`config.mk`:
```
export PLATFORM = sky130hd
export DESIGN_NAME = halfsat_top
export DESIGN_NICKNAME = d
export VERILOG_FILES = /design/src/rtl/halfsat_pkg.sv /design/src/rtl/halfsat_lane.sv /design/src/rtl/halfsat_ctrl.sv /design/src/rtl/halfsat_datapath.sv /design/src/rtl/halfsat_top.sv
export SDC_FILE = /design/constraint.sdc
export NUM_CORES = 1
export LEC_CHECK = 0
export ABC_AREA = 1
export BUFFER_PORTS_ARGS = -buffer_cell sky130_fd_sc_hd__buf_2
export CAP_MARGIN = 20
export CORE_MARGIN = 8
export CORE_UTILIZATION = 60
export CTS_BUF_LIST = sky130_fd_sc_hd__clkbuf_4 sky130_fd_sc_hd__clkbuf_8
export CTS_CLUSTER_DIAMETER = 50
export DETAILED_ROUTE_END_ITERATION = 16
export PLACE_DENSITY = 0.89
export SLEW_MARGIN = 20
export SYNTH_ARGS = -nofsm -noshare
export SYNTH_HDL_FRONTEND = slang
export SYNTH_SLANG_ARGS = --single-unit
```
`constraint.sdc`:
```
create_clock -name clk -period 4.8 [get_ports clk]
set_input_delay 0 -clock clk [delete_from_list [all_inputs] [get_ports clk]]
set_output_delay 0 -clock clk [all_outputs]
set_load 0.02 [all_outputs]
```
`src/rtl/halfsat_pkg.sv`:
```
package halfsat_pkg;
  // strobes from control to datapath
  typedef struct packed {
    logic evalEn;
    logic setQ;
    logic clrQ;
  } satStrobe_t;
endpackage

```
`src/rtl/halfsat_lane.sv`:
```
module halfsat_lane #(
  parameter int HALF_W = 16,
  localparam int CODE_W = $clog2(HALF_W)
) (
  input  logic [HALF_W-1:0] halfIn,
  input  logic [CODE_W-1:0] widthCode,
  input  logic              isUnsigned,
  output logic [HALF_W-1:0] halfOut,
  output logic              clampHigh,
  output logic              clampLow
);
  localparam int EXT_W = HALF_W + 1;

  logic [EXT_W-1:0]        stepPow;
  logic signed [EXT_W-1:0] upperBound;
  logic signed [EXT_W-1:0] lowerBound;
  logic signed [EXT_W-1:0] extIn;

  always_comb begin
    stepPow    = {{(EXT_W-1){1'b0}}, 1'b1} << widthCode;
    // both modes share the upper bound 2^k-1
    upperBound = $signed(stepPow - {{(EXT_W-1){1'b0}}, 1'b1});
    lowerBound = isUnsigned ? '0 : -$signed(stepPow);
    extIn      = $signed({halfIn[HALF_W-1], halfIn});
    clampHigh  = extIn > upperBound;
    clampLow   = extIn < lowerBound;
    if (clampHigh)     halfOut = upperBound[HALF_W-1:0];
    else if (clampLow) halfOut = lowerBound[HALF_W-1:0];
    else               halfOut = halfIn;
  end
endmodule

```
`src/rtl/halfsat_ctrl.sv`:
```
module halfsat_ctrl
  import halfsat_pkg::*;
(
  input  logic       opValid,
  input  logic       qClear,
  input  logic       anyClamp,
  output satStrobe_t strobe
);
  always_comb begin
    strobe.evalEn = opValid;
    strobe.setQ   = opValid & anyClamp;
    strobe.clrQ   = qClear;
  end
endmodule

```
`src/rtl/halfsat_datapath.sv`:
```
module halfsat_datapath
  import halfsat_pkg::*;
#(
  parameter int HALF_W = 16,
  parameter int LANES  = 2,
  localparam int CODE_W = $clog2(HALF_W),
  localparam int WORD_W = HALF_W * LANES
) (
  input  logic              clk,
  input  logic              rstN,
  input  logic [WORD_W-1:0] operand,
  input  logic [CODE_W-1:0] widthCode,
  input  logic              isUnsigned,
  input  satStrobe_t        strobe,
  output logic [WORD_W-1:0] result,
  output logic              anyClamp,
  output logic              qFlag
);
  logic [LANES-1:0] hiHit;
  logic [LANES-1:0] loHit;

  for (genvar g = 0; g < LANES; g++) begin : gLane
    halfsat_lane #(.HALF_W(HALF_W)) lane_i (
      .halfIn    (operand[g*HALF_W +: HALF_W]),
      .widthCode (widthCode),
      .isUnsigned(isUnsigned),
      .halfOut   (result[g*HALF_W +: HALF_W]),
      .clampHigh (hiHit[g]),
      .clampLow  (loHit[g])
    );
  end

  assign anyClamp = |(hiHit | loHit);

  always_ff @(posedge clk or negedge rstN) begin
    if (!rstN)              qFlag <= 1'b0;
    else if (strobe.setQ)   qFlag <= 1'b1;
    else if (strobe.clrQ)   qFlag <= 1'b0;
  end


  q_set_chk: assert property (@(posedge clk) disable iff (!rstN)
    strobe.setQ |=> qFlag);

  q_sticky_chk: assert property (@(posedge clk) disable iff (!rstN)
    (qFlag && !strobe.clrQ) |=> qFlag);

  q_clear_chk: assert property (@(posedge clk) disable iff (!rstN)
    (strobe.clrQ && !strobe.setQ) |=> !qFlag);

  q_rise_cause_chk: assert property (@(posedge clk) disable iff (!rstN)
    (!qFlag && !strobe.setQ) |=> !qFlag);

  pass_through_chk: assert property (@(posedge clk) disable iff (!rstN)
    !anyClamp |-> result == operand);

  zero_width_chk: assert property (@(posedge clk) disable iff (!rstN)
    (isUnsigned && widthCode == '0) |-> result == '0);
endmodule

```
`src/rtl/halfsat_top.sv`:
```
module halfsat_top
  import halfsat_pkg::*;
#(
  parameter int HALF_W = 16,
  parameter int LANES  = 2,
  localparam int CODE_W = $clog2(HALF_W),
  localparam int WORD_W = HALF_W * LANES
) (
  input  logic              clk,
  input  logic              rstN,
  input  logic              opValid,
  input  logic [WORD_W-1:0] operand,
  input  logic [CODE_W-1:0] widthCode,
  input  logic              isUnsigned,
  input  logic              qClear,
  output logic [WORD_W-1:0] result,
  output logic              satPulse,
  output logic              qFlag
);
  satStrobe_t strobe;
  logic       anyClamp;

  halfsat_ctrl ctrl_i (
    .opValid (opValid),
    .qClear  (qClear),
    .anyClamp(anyClamp),
    .strobe  (strobe)
  );

  halfsat_datapath #(.HALF_W(HALF_W), .LANES(LANES)) dp_i (
    .clk       (clk),
    .rstN      (rstN),
    .operand   (operand),
    .widthCode (widthCode),
    .isUnsigned(isUnsigned),
    .strobe    (strobe),
    .result    (result),
    .anyClamp  (anyClamp),
    .qFlag     (qFlag)
  );

  assign satPulse = strobe.setQ;


  pulse_valid_chk: assert property (@(posedge clk) disable iff (!rstN)
    !opValid |-> !satPulse);

  reset_flag_chk: assert property (@(posedge clk)
    !rstN |-> !qFlag);
endmodule

```
After elaboration in Yosys (flattened, before gate mapping)
Index checks and enable logic that the tools add are counted.
Storage, ports and cells
  register bits after elaboration: 1
  bits of input ports: 41
  output and inout port bits: 34
  word-level logic and storage cells: 19
Operators by class
  add/sub/neg operators: 2
  magnitude comparators: 4
  shifts and indexed selects: 1
  multiplexer cells: 7
  bitwise gates (word level): 2
  reduce and logical (&&, ||, !) cells: 2
Operators by type and width (number)
  $mux 16: 4
  $gt 16x17->1: 2
  $lt 16x17->1: 2
  $mux 17: 1
  $neg 17->17: 1
  $shl 1x4->17 const A: 1
  $sub 17x1->17 const B: 1
  $mux 1: 2
  $or 2x2->2: 1
  $reduce_bool 2->1: 1
  $reduce_or 2->1: 1
  $and 1x1->1: 1

Depth between registers and ports, before layout
Gate-level depths: netlist of the first run.
  word-level depth: 8
  mapped depth: 25
  mapped depth without buffers: 24

Cells and area by module
A second synthesis of the first run with hierarchy kept.
Second synthesis, totals
  cell total of the unflattened synthesis: 681
  area, all modules: 3794.9 µm²
Modules (own cells, without submodules)
  halfsat_lane (dp_i.gLane[0].lane_i): instances 1, cells each 336, area each 1886.8 µm², seq. area each 0.0 µm²
  halfsat_lane (dp_i.gLane[1].lane_i): instances 1, cells each 333, area each 1834.3 µm², seq. area each 0.0 µm²
  halfsat_datapath: instances 1, cells each 8, area each 51.3 µm², seq. area each 25.0 µm²
  halfsat_ctrl: instances 1, cells each 4, area each 22.5 µm², seq. area each 0.0 µm²

Worst setup path before layout of the first run
OpenSTA, ideal clock, no wires.
  path kind: input -> output
  from: input widthCode[3]
  to: output result[31]
  arrival time: 2.980 ns
  required time: 4.800 ns
  setup slack: 1.820 ns
  stages on the path: 19
  buffers on the path: 2
  cells stage by stage: buf_6 > nor2_4 > nand3_1 > ha_1 > inv_1 > xor2_1 > nand2_1 > ha_1 > a21oi_1 > nor2_1 > o21ai_0 > o211ai_1 > nand2_1 > nand3_1 > or2_1 > nand2_2 > buf_2 > o21ai_0 > nor2_1
Between the ends
  word-level cells in the longest chain between the ends: 6
  elaborated cells on any way between the ends: 8
  classes of those cells: add/sub: 2; order compare: 2; shift: 1; mux: 3
Ends and longest elaborated chain
  start: declaration: line halfsat_top.sv:13  | input logic [CODE_W-1:0] widthCode,
  $shl 1x4->17 *: line halfsat_lane.sv:20  | stepPow = {{(EXT_W-1){1'b0}}, 1'b1} << widthCode;
  $neg 17->17: line halfsat_lane.sv:23  | lowerBound = isUnsigned ? '0 : -$signed(stepPow);
  $mux 17: line halfsat_lane.sv:23
  $lt 16x17->1: line halfsat_lane.sv:26  | clampLow = extIn < lowerBound;
  $mux 16: line halfsat_lane.sv:28  | else if (clampLow) halfOut = lowerBound[HALF_W-1:0];
  $mux 16 *: line halfsat_lane.sv:27  | if (clampHigh) halfOut = upperBound[HALF_W-1:0];
  end: declaration: line halfsat_top.sv:16  | output logic [WORD_W-1:0] result,
Mark *: on every way between the ends. The rest lies on a longest branch, timed or not.

Worst setup path in the final report of the first run
  from: input widthCode[3]
  to: output result[0]
Same word-level chain as after synthesis.

==> metrics.txt, run 1 <==
Max rail drop VDD=85.7 uV; average cell area after synthesis=5.89 sq um; clock share of power=0%; layout cell share with drive strength beyond 1=a little over a fifth; Switching Power=0.395 mW; post-route cell area=3160 sq um; # rows=25; share of power burned in registers=between 1.5 and 2%; post-route antenna net violation count=0; I/O pins=75; Min Clock Period, post-route=4.12 ns; P_int=0.208 mW; Via density=about 5.8; Overflow after GRT=0; status=finished, final reports clean; Die Y=roughly 84 um; Synth Instances=between 400 and 500; relative slew slack=53.4%; Max-Cap Viols=0; hpwl dp=7.40 mm; core area=between 4000 and 5000 sq um; worst slew pin tran=0.697 ns; largest net degree at the start of global routing=33; CP max FO=18; Sw Ratio=between 60% and 70%; FILL cells=453; 1st-iter DRT viols=roughly 230; Layout Nets=642; area of the multi-input gates=2440 sq um; Bufs and invs on worst path=4; fmax=roughly 240 MHz; Synth Warn #=0; Layout Area Growth over Synthesis=12.9%; Setup TNS=0 ns; clk slew on worst S/H paths=0 ns; Static Leak=1.76 nW; max reg flops=1; delay-heaviest family, CP=simple AND/OR/NAND/NOR gates; Critical Path RT=~4.8 ns; Largest Register=dp_i.qFlag; final hold viol count=0; top_reg_cell synth=dfrtp_1; Routed WL per cell=14.9 um; Min-Delay Path Class=primary input to flop; DR pass1 iterations=5; Setup Viol. Count Final=0; RePlAce Congestion=0.952; die area=7100 sq um; sequential fraction of the synthesis area=less than 1%; total number of vias=3422; IO buf count=74; CP max stage delay=0.51 ns; die width=84.3 um; Initial Utilization=60.8%; RSZ-0062 raised after global routing=false; Arrival @ worst endpoint=~4.1 ns; vias in the first global route=between 3000 and 4000; Synth Register Bits=1; Routed WL=8.80 mm; GRT Util Overall=about a quarter; Max Slew Vio Count=0; initial antenna violation count=0; register area=25.0 sq um; CP Capture Type=output pin; post-synthesis net count=577; combinational share of power=between 90% and 100%; largest registers=dp_i.qFlag x1; global-route wire length before repair=14.7 mm; slowest CP cell=xor2_1; Layout Skew=0 ns; post-cts resize count=0; crit path launch type=primary input; worst-skew pair later-pin latency=0 ns; Mapped Area=2800 sq um; Post-synth EDFFs=0; diode count=0; placed instance area=3150 sq um; Post-synth ARST share=100%; pwr dens=191 nW/um^2; DRC=0; final period utilization=85.8%; Most common cell on crit path=nand2_1; crit path kind=primary input to output pin; CP Cell Sequence=buf_2 -> nor2_4 -> nand2_2 -> ha_1 -> inv_1 -> xor2_1 -> nand2_1 -> ha_1 -> a21oi_1 -> o21ai_0 -> nand2_1 -> o211ai_1 -> nand2_1 -> nand3_1 -> xnor2_2 -> buf_4 -> nand2_1 -> o21ai_0 -> nand2_1 -> o21ai_0 -> buf_2; count of different cell masters after synthesis=38
==> synthesized netlist by cell type, drive strengths merged, types with 4 or more instances <==
master	number	area (sq um)
buf	12	101
xor2	4	35.0
nand4	9	56.3
clkbuf	4	16.3
a21oi	26	134
o21ai	71	412
inv	58	218
nand2	150	593
nor2	36	160
ha	61	763
nand3	17	90.1
or2	4	25.0
nor3	8	40.0
==> through the flow <==
step	power (mW)	setup slack (ns)	std cells	hold WS, ns	util, %
finish	0.604	0.684	592	0.229	68.7
CTS	0.601	0.761	592	0.230	68.7
global route	0.673	0.367	592	0.252	68.7
floorplan	0.450	1.82	475	-0.296	-
detailed placement	0.598	0.773	591	-0.225	68.5
global placement	0.586	0.852	591	-0.226	68.5
==> layout by cell type (no fill, tap or decap), types with 4 or more instances in the layout <==
master   instances
o21ai_0         42
o21ai_2         15
nor2_2           4
inv_2            4
ha_1            61
xor2_1           4
nor3_1           8
nand2_1        142
buf_4            4
buf_2           74
inv_1           54
nand4_1          9
a21oi_1         25
nor2_1          30
nand3_1         16
o21ai_1         14
nand2_2          6
==> repair_timing <==
| item | 4_1_cts | 5_1_grt |
|---|---|---|
| buffers inserted | 0 | 0 |
| endpoints found under the hold margin | 1 | 0 |
| setup endpoints to repair | 0 | 0 |
| hold buffers | 1 | 0 |
==> final cells by class <==
cell class	count	share of cell area, %
Sequential cell	1	0.792
Inverter	58	6.89
Multi-Input combinational cell	400	77.2
Tap cell	54	2.14
Timing Repair Buffer	79	13.0
==> power groups by stage <==
| stage | Combinational [mW] | Sequential, mW | Clock, mW |
|---|---|---|---|
| 2_1_floorplan | 0.438 | 0.0111 | 0 |
| 3_3_place_gp | 0.576 | 0.00984 | 0 |
| 3_5_place_dp | 0.588 | 0.00990 | 0 |
| 4_1_cts | 0.591 | 0.00990 | 0 |
| 5_1_grt | 0.663 | 0.0103 | 0 |
| 6_report | 0.593 | 0.0102 | 0 |
==> cell families (layout without fill, tap and decap cells) <==
logic type	count (synthesis)	after routing	synth area share [%]
DFF	1	1	0.894
and+or+nand+nor	225	225	34.7
xor gates and xnor gates	6	6	2.15
AOI/OAI and AO/OA	108	108	22.9
buffers and inverters	74	137	12.0
adders and majority gates	61	61	27.3
==> layer usage <==
metal | share of wire (%) | global-route usage [%] | up-vias
met4 | 1.5 | 4.40 | 0
met1 | 42 | 30.2 | 1536
met3 | 8.3 | 1.65 | 12
met2 | 48 | 42.5 | 149
li1 | - | - | 1725
met5 | 0 | 0 | -
==> final timing paths <==
| path | from | endpoint | slack (ns) | cells after the start |
|---|---|---|---|---|
| max reg2reg | dp_i.qFlag | dp_i.qFlag | 4.19 | 2 |
| min | opValid | dp_i.qFlag | 0.23 | 3 |
| min in group asynchronous | rstN | dp_i.qFlag | 0.34 | 2 |
| max | widthCode[3] | result[0] | 0.68 | 21 |
| min reg2reg | dp_i.qFlag | dp_i.qFlag | 0.50 | 2 |
| max in group asynchronous | rstN | dp_i.qFlag | 4.37 | 2 |
==> worst min-delay path: stages <==
cell	delay [ns]
buf_2	0.08
nand2_1	0.06
nand2_1	0.05
No activity file was read; power rests on OpenSTA's default activity.
==> run 2, diff against run 1 <==
--- a/config.mk
+++ b/config.mk
@@ -10,4 +10,6 @@
 export CAP_MARGIN = 20
+export CELL_PAD_IN_SITES_DETAIL_PLACEMENT = 2
+export CELL_PAD_IN_SITES_GLOBAL_PLACEMENT = 2
 export CORE_MARGIN = 8
-export CORE_UTILIZATION = 60
+export CORE_UTILIZATION = 30
 export CTS_BUF_LIST = sky130_fd_sc_hd__clkbuf_4 sky130_fd_sc_hd__clkbuf_8
@@ -15,3 +17,3 @@
 export DETAILED_ROUTE_END_ITERATION = 16
-export PLACE_DENSITY = 0.89
+export PLACE_DENSITY_LB_ADDON = 0.1
 export SLEW_MARGIN = 20
--- a/constraint.sdc
+++ b/constraint.sdc
@@ -3,2 +3,2 @@
 set_output_delay 0 -clock clk [all_outputs]
-set_load 0.02 [all_outputs]
+set_load 0.01 [all_outputs]
==> metrics.txt, run 2 (same netlist as run 1, synthesis figures left out) <==
slowest CP cell=xor2_1; final hold viol count=0; Die Y=around 110 um; Min Clock Period, post-route=4.28 ns; Non-Filler Instances=650; most common cell after layout, fill and taps aside=nand2_1; # rows=35; layout cell share with drive strength beyond 1=22.1%; placed instance area=3230 sq um; Layout Area Growth over Synthesis=15.7%; Static Leak=between 1.5 and 2 nW; initial antenna violation count=0; 1st-iter DRT viols=around 120; Via density=~5.3; max reg flops=1; die width=between 100 and 150 um; Initial Utilization=30.6%; CP Cell Sequence=buf_2 -> nor2_4 -> nand2_2 -> ha_1 -> inv_1 -> xor2_1 -> nand2_1 -> ha_1 -> a21oi_1 -> nor2_1 -> o21ai_0 -> o211ai_1 -> nand2_1 -> nand3_1 -> or2_1 -> nand2_2 -> nand2_1 -> nor2_1 -> nand2_1 -> nand2_1 -> inv_1 -> buf_2; RePlAce Congestion=0.844; vias in the first global route=3795; clk slew on worst S/H paths=0 ns; Max Slew Vio Count=0; RSZ-0062 raised after global routing=false; GRT Util Overall=between 10% and 20%; Max rail drop VDD=47.2 uV; CP max FO=32; Setup Viol. Count Final=0; crit path kind=primary input to output pin; Routed WL per cell=18.2 um; Overflow after GRT=0; pwr dens=between 150 and 200 nW/um^2; Layout Skew=0 ns; final period utilization=89.1%; IO buf count=74; DRC=0; post-route antenna net violation count=0; crit path launch type=primary input; die area=about 13000 sq um; fmax=234 MHz; worst-skew pair later-pin latency=0 ns; total number of vias=3451; Cells after DPL=649; largest net degree at the start of global routing=33; Min-Delay Path Class=primary input to flop; most frequent cells in the layout=142 x nand2_1, 74 x buf_2, 61 x ha_1; final core area utilization=35.4%; Routed WL=roughly 12 mm; CP max stage delay=0.54 ns; worst slew pin tran=0.739 ns; hpwl dp=roughly 10 mm; DR pass1 iterations=4; core area=9150 sq um; I/O pins=75; Layout Nets=around 640; status=finished, final reports clean; post-route cell area=3240 sq um; Max-Cap Viols=0; CP Capture Type=output pin; diode count=0; FILL cells=approximately 1200; Largest Register=dp_i.qFlag; Arrival @ worst endpoint=roughly 4.3 ns; largest registers=dp_i.qFlag x1; Most common cell on crit path=nand2_1; relative slew slack=50.6%; global-route wire length before repair=just under 20 mm; Critical Path RT=between 4 and 5 ns; Setup TNS=0 ns
run 2: metal layers:
layer / track usage (%) / up-vias / wire length [um]
met1: 24.4 / 1686 / 5660
met5: 0 / - / 0
met2: 33.9 / 45 / 5790
li1: - / 1720 / -
met4: 0 / 0 / 0
met3: 1.13 / 0 / 409
run 2: worst max-delay path: cells and delay by family:
family | cells | cell delay [ns]
xor gates and xnor gates | 1 | 0.54
AOI/OAI and AO/OA | 3 | 0.47
adders and majority gates | 2 | 0.64
buffers and inverters | 4 | 0.55
and+or+nand+nor | 12 | 2.09
run 2: what timing repair did:
item,4_1_cts,5_1_grt
buffers inserted,0,0
gates resized for setup,0,0
hold endpoints to repair,1,0
hold buffers,1,0
run 2: path summary, 6_finish.rpt:
kind                              start          to  slack (ns)  depth (start not counted)
min                             opValid  dp_i.qFlag        0.22                          3
min in group asynchronous          rstN  dp_i.qFlag        0.31                          2
max reg2reg                  dp_i.qFlag  dp_i.qFlag        4.22                          2
max                        widthCode[3]    satPulse        0.52                         22
min reg2reg                  dp_i.qFlag  dp_i.qFlag        0.46                          2
max in group asynchronous          rstN  dp_i.qFlag        4.40                          2
run 2: power breakdown:
group | total, mW | leakage (nW) | internal, mW | switching [mW]
clock | 0 | 0 | 0 | 0
combinational | 0.574 | 1.75 | 0.202 | 0.372
sequential | 0.00991 | 0.0109 | 0.00951 | 0.000404
total | 0.584 | 1.76 | 0.211 | 0.373
run 2: final cells by class:
type | instances | area, sq um | share of cell area (%)
Tap cell | 111 | 139 | 4.29
Inverter | 58 | 218 | 6.73
Timing Repair Buffer | 80 | 418 | 12.9
Multi-Input combinational cell | 400 | 2440 | 75.3
Sequential cell | 1 | 25.0 | 0.773
run 2: metrics by stage:
stage               power [mW]  setup slack [ns]  hold slack [ns]
global route             0.657             0.178            0.261
detailed placement       0.591             0.494           -0.223
finish                   0.584             0.523            0.224
floorplan                0.398              1.94           -0.296
global placement         0.569             0.623           -0.225
CTS                      0.594             0.482            0.230
==> run 3, diff against run 2 <==
==> constraint.sdc (replaced) <==
create_clock -name clk -period 4.8 [get_ports clk]
set_input_delay 0.72 -clock clk [delete_from_list [all_inputs] [get_ports clk]]
set_output_delay 0.72 -clock clk [all_outputs]
set_load 0.01 [all_outputs]
==> metrics.txt, run 3 (same netlist as run 1, synthesis figures left out) <==
vias in the first global route=3895; total power=0.654 mW; CP max stage delay=0.28 ns; total number of vias=3551; worst slew pin tran=between 0.5 and 0.6 ns; worst-skew pair later-pin latency=0 ns; # rows=35; relative slew slack=66.0%; Routed WL per cell=17.9 um; slowest CP cell=xnor2_2; Setup Viol. Count Final=0; RSZ-0062 raised after global routing=true; largest registers=dp_i.qFlag x1; largest net degree at the start of global routing=21; final period utilization=95.8%; clk slew on worst S/H paths=0 ns; Min Clock Period, post-route=4.60 ns; GRT Util Overall=18.6%; delay-heaviest family, CP=simple AND/OR/NAND/NOR gates; Min-Delay Path Class=flop to flop; final core area utilization=38.8%; Static Leak=1.91 nW; global-route wire length before repair=between 15 and 20 mm; diode count=0; fmax=around 220 MHz; share of power burned in registers=1.5%; max reg flops=1; Critical Path RT=slightly above 4 ns; Bufs and invs on worst path=6; Layout Nets=668; Overflow after GRT=0; FILL cells=1204; Via density=5.26; die width=approximately 110 um; pwr dens=184 nW/um^2; Die Y=113 um; status=finished, final reports clean; die area=12700 sq um; I/O pins=between 70 and 80; clock share of power=0%; 1st-iter DRT viols=102; core area=9150 sq um; crit path launch type=primary input; most frequent cells in the layout=138 x nand2_1, 75 x buf_2, 59 x ha_1; combinational share of power=about 99%; register area=25.0 sq um; post-route antenna net violation count=0; initial antenna violation count=0; Routed WL=12.1 mm; crit path kind=primary input to output pin; CP Capture Type=output pin; Most common cell on crit path=nand2_1; Initial Utilization=30.6%; Layout Skew=0 ns; most common cell after layout, fill and taps aside=nand2_1; CP max FO=8; area of the multi-input gates=about 2500 sq um; DR pass1 iterations=4; Sw Ratio=59.7%; Switching Power=0.391 mW; hpwl dp=10.7 mm; Max rail drop VDD=~50 uV; Largest Register=dp_i.qFlag; layout cell share with drive strength beyond 1=28.9%; Max-Cap Viols=0; P_int=0.263 mW; IO buf count=74; final hold viol count=0; Max Slew Vio Count=0; RePlAce Congestion=~0.84; Arrival @ worst endpoint=3.88 ns; Layout Area Growth over Synthesis=27.1%; DRC=0
run 3: path summary, 6_finish.rpt:
check / endpoint / startpoint / slack (ns) / depth (start not counted)
max: result[13] / widthCode[0] / 0.20 / 25
min: dp_i.qFlag / dp_i.qFlag / 0.46 / 2
max reg2reg: dp_i.qFlag / dp_i.qFlag / 4.22 / 2
min reg2reg: dp_i.qFlag / dp_i.qFlag / 0.46 / 2
max in group asynchronous: dp_i.qFlag / rstN / 4.22 / 1
min in group asynchronous: dp_i.qFlag / rstN / 0.50 / 1
run 3: through the flow:
stage | hold slack [ns] | area, sq um | worst slack, ns | setup TNS (ns) | cells
floorplan | 0.424 | 2800 | 0.502 | 0 | 475
global placement | 0.460 | 3440 | 0.110 | 0 | 672
detailed placement | 0.463 | 3440 | -0.0556 | -0.465 | 672
CTS | 0.466 | 3440 | 0.0118 | 0 | 672
global route | 0.501 | 3550 | -0.0274 | -0.0915 | 675
finish | 0.462 | 3550 | 0.202 | 0 | 675
run 3: area by class of cell:
cell class              instances  share of cell area (%)
multi-input cells             400                    71.0
repair buffers                105                    18.2
inverters                      58                    6.19
well taps                     111                    3.91
flip-flops and latches          1                   0.704
run 3: power by group through the flow:
stage | Sequential (mW) | Clock [mW] | Combinational [mW]
floorplan | 0.0104 | 0 | 0.388
global placement | 0.00992 | 0 | 0.594
detailed placement | 0.00992 | 0 | 0.623
CTS | 0.00993 | 0 | 0.626
global route | 0.0100 | 0 | 0.720
finish | 0.00991 | 0 | 0.644
run 3: routing by layer:
| layer | part of all wire [%] | GRT usage, % | up-vias |
|---|---|---|---|
| li1 | - | - | 1771 |
| met1 | 47 | 23.9 | 1735 |
| met2 | 50 | 34.6 | 43 |
| met3 | 2.3 | 0.913 | 2 |
| met4 | 0.46 | 0.809 | 0 |
| met5 | 0 | 0 | - |
run 3: worst register-to-register path: cells and delay by family, from the launching register on:
| kind | cells | cell delay (ns) |
|---|---|---|
| DFF | 1 | 0.35 |
| and+or+nand+nor | 2 | 0.11 |
run 3: repair_timing:
item,in CTS,in global routing
buffers inserted,0,2
cloned,0,1
pin swaps,0,3
hold buffers,0,0
setup endpoints to repair,14,33
endpoints found under the hold margin,0,0
resized for setup,1,26
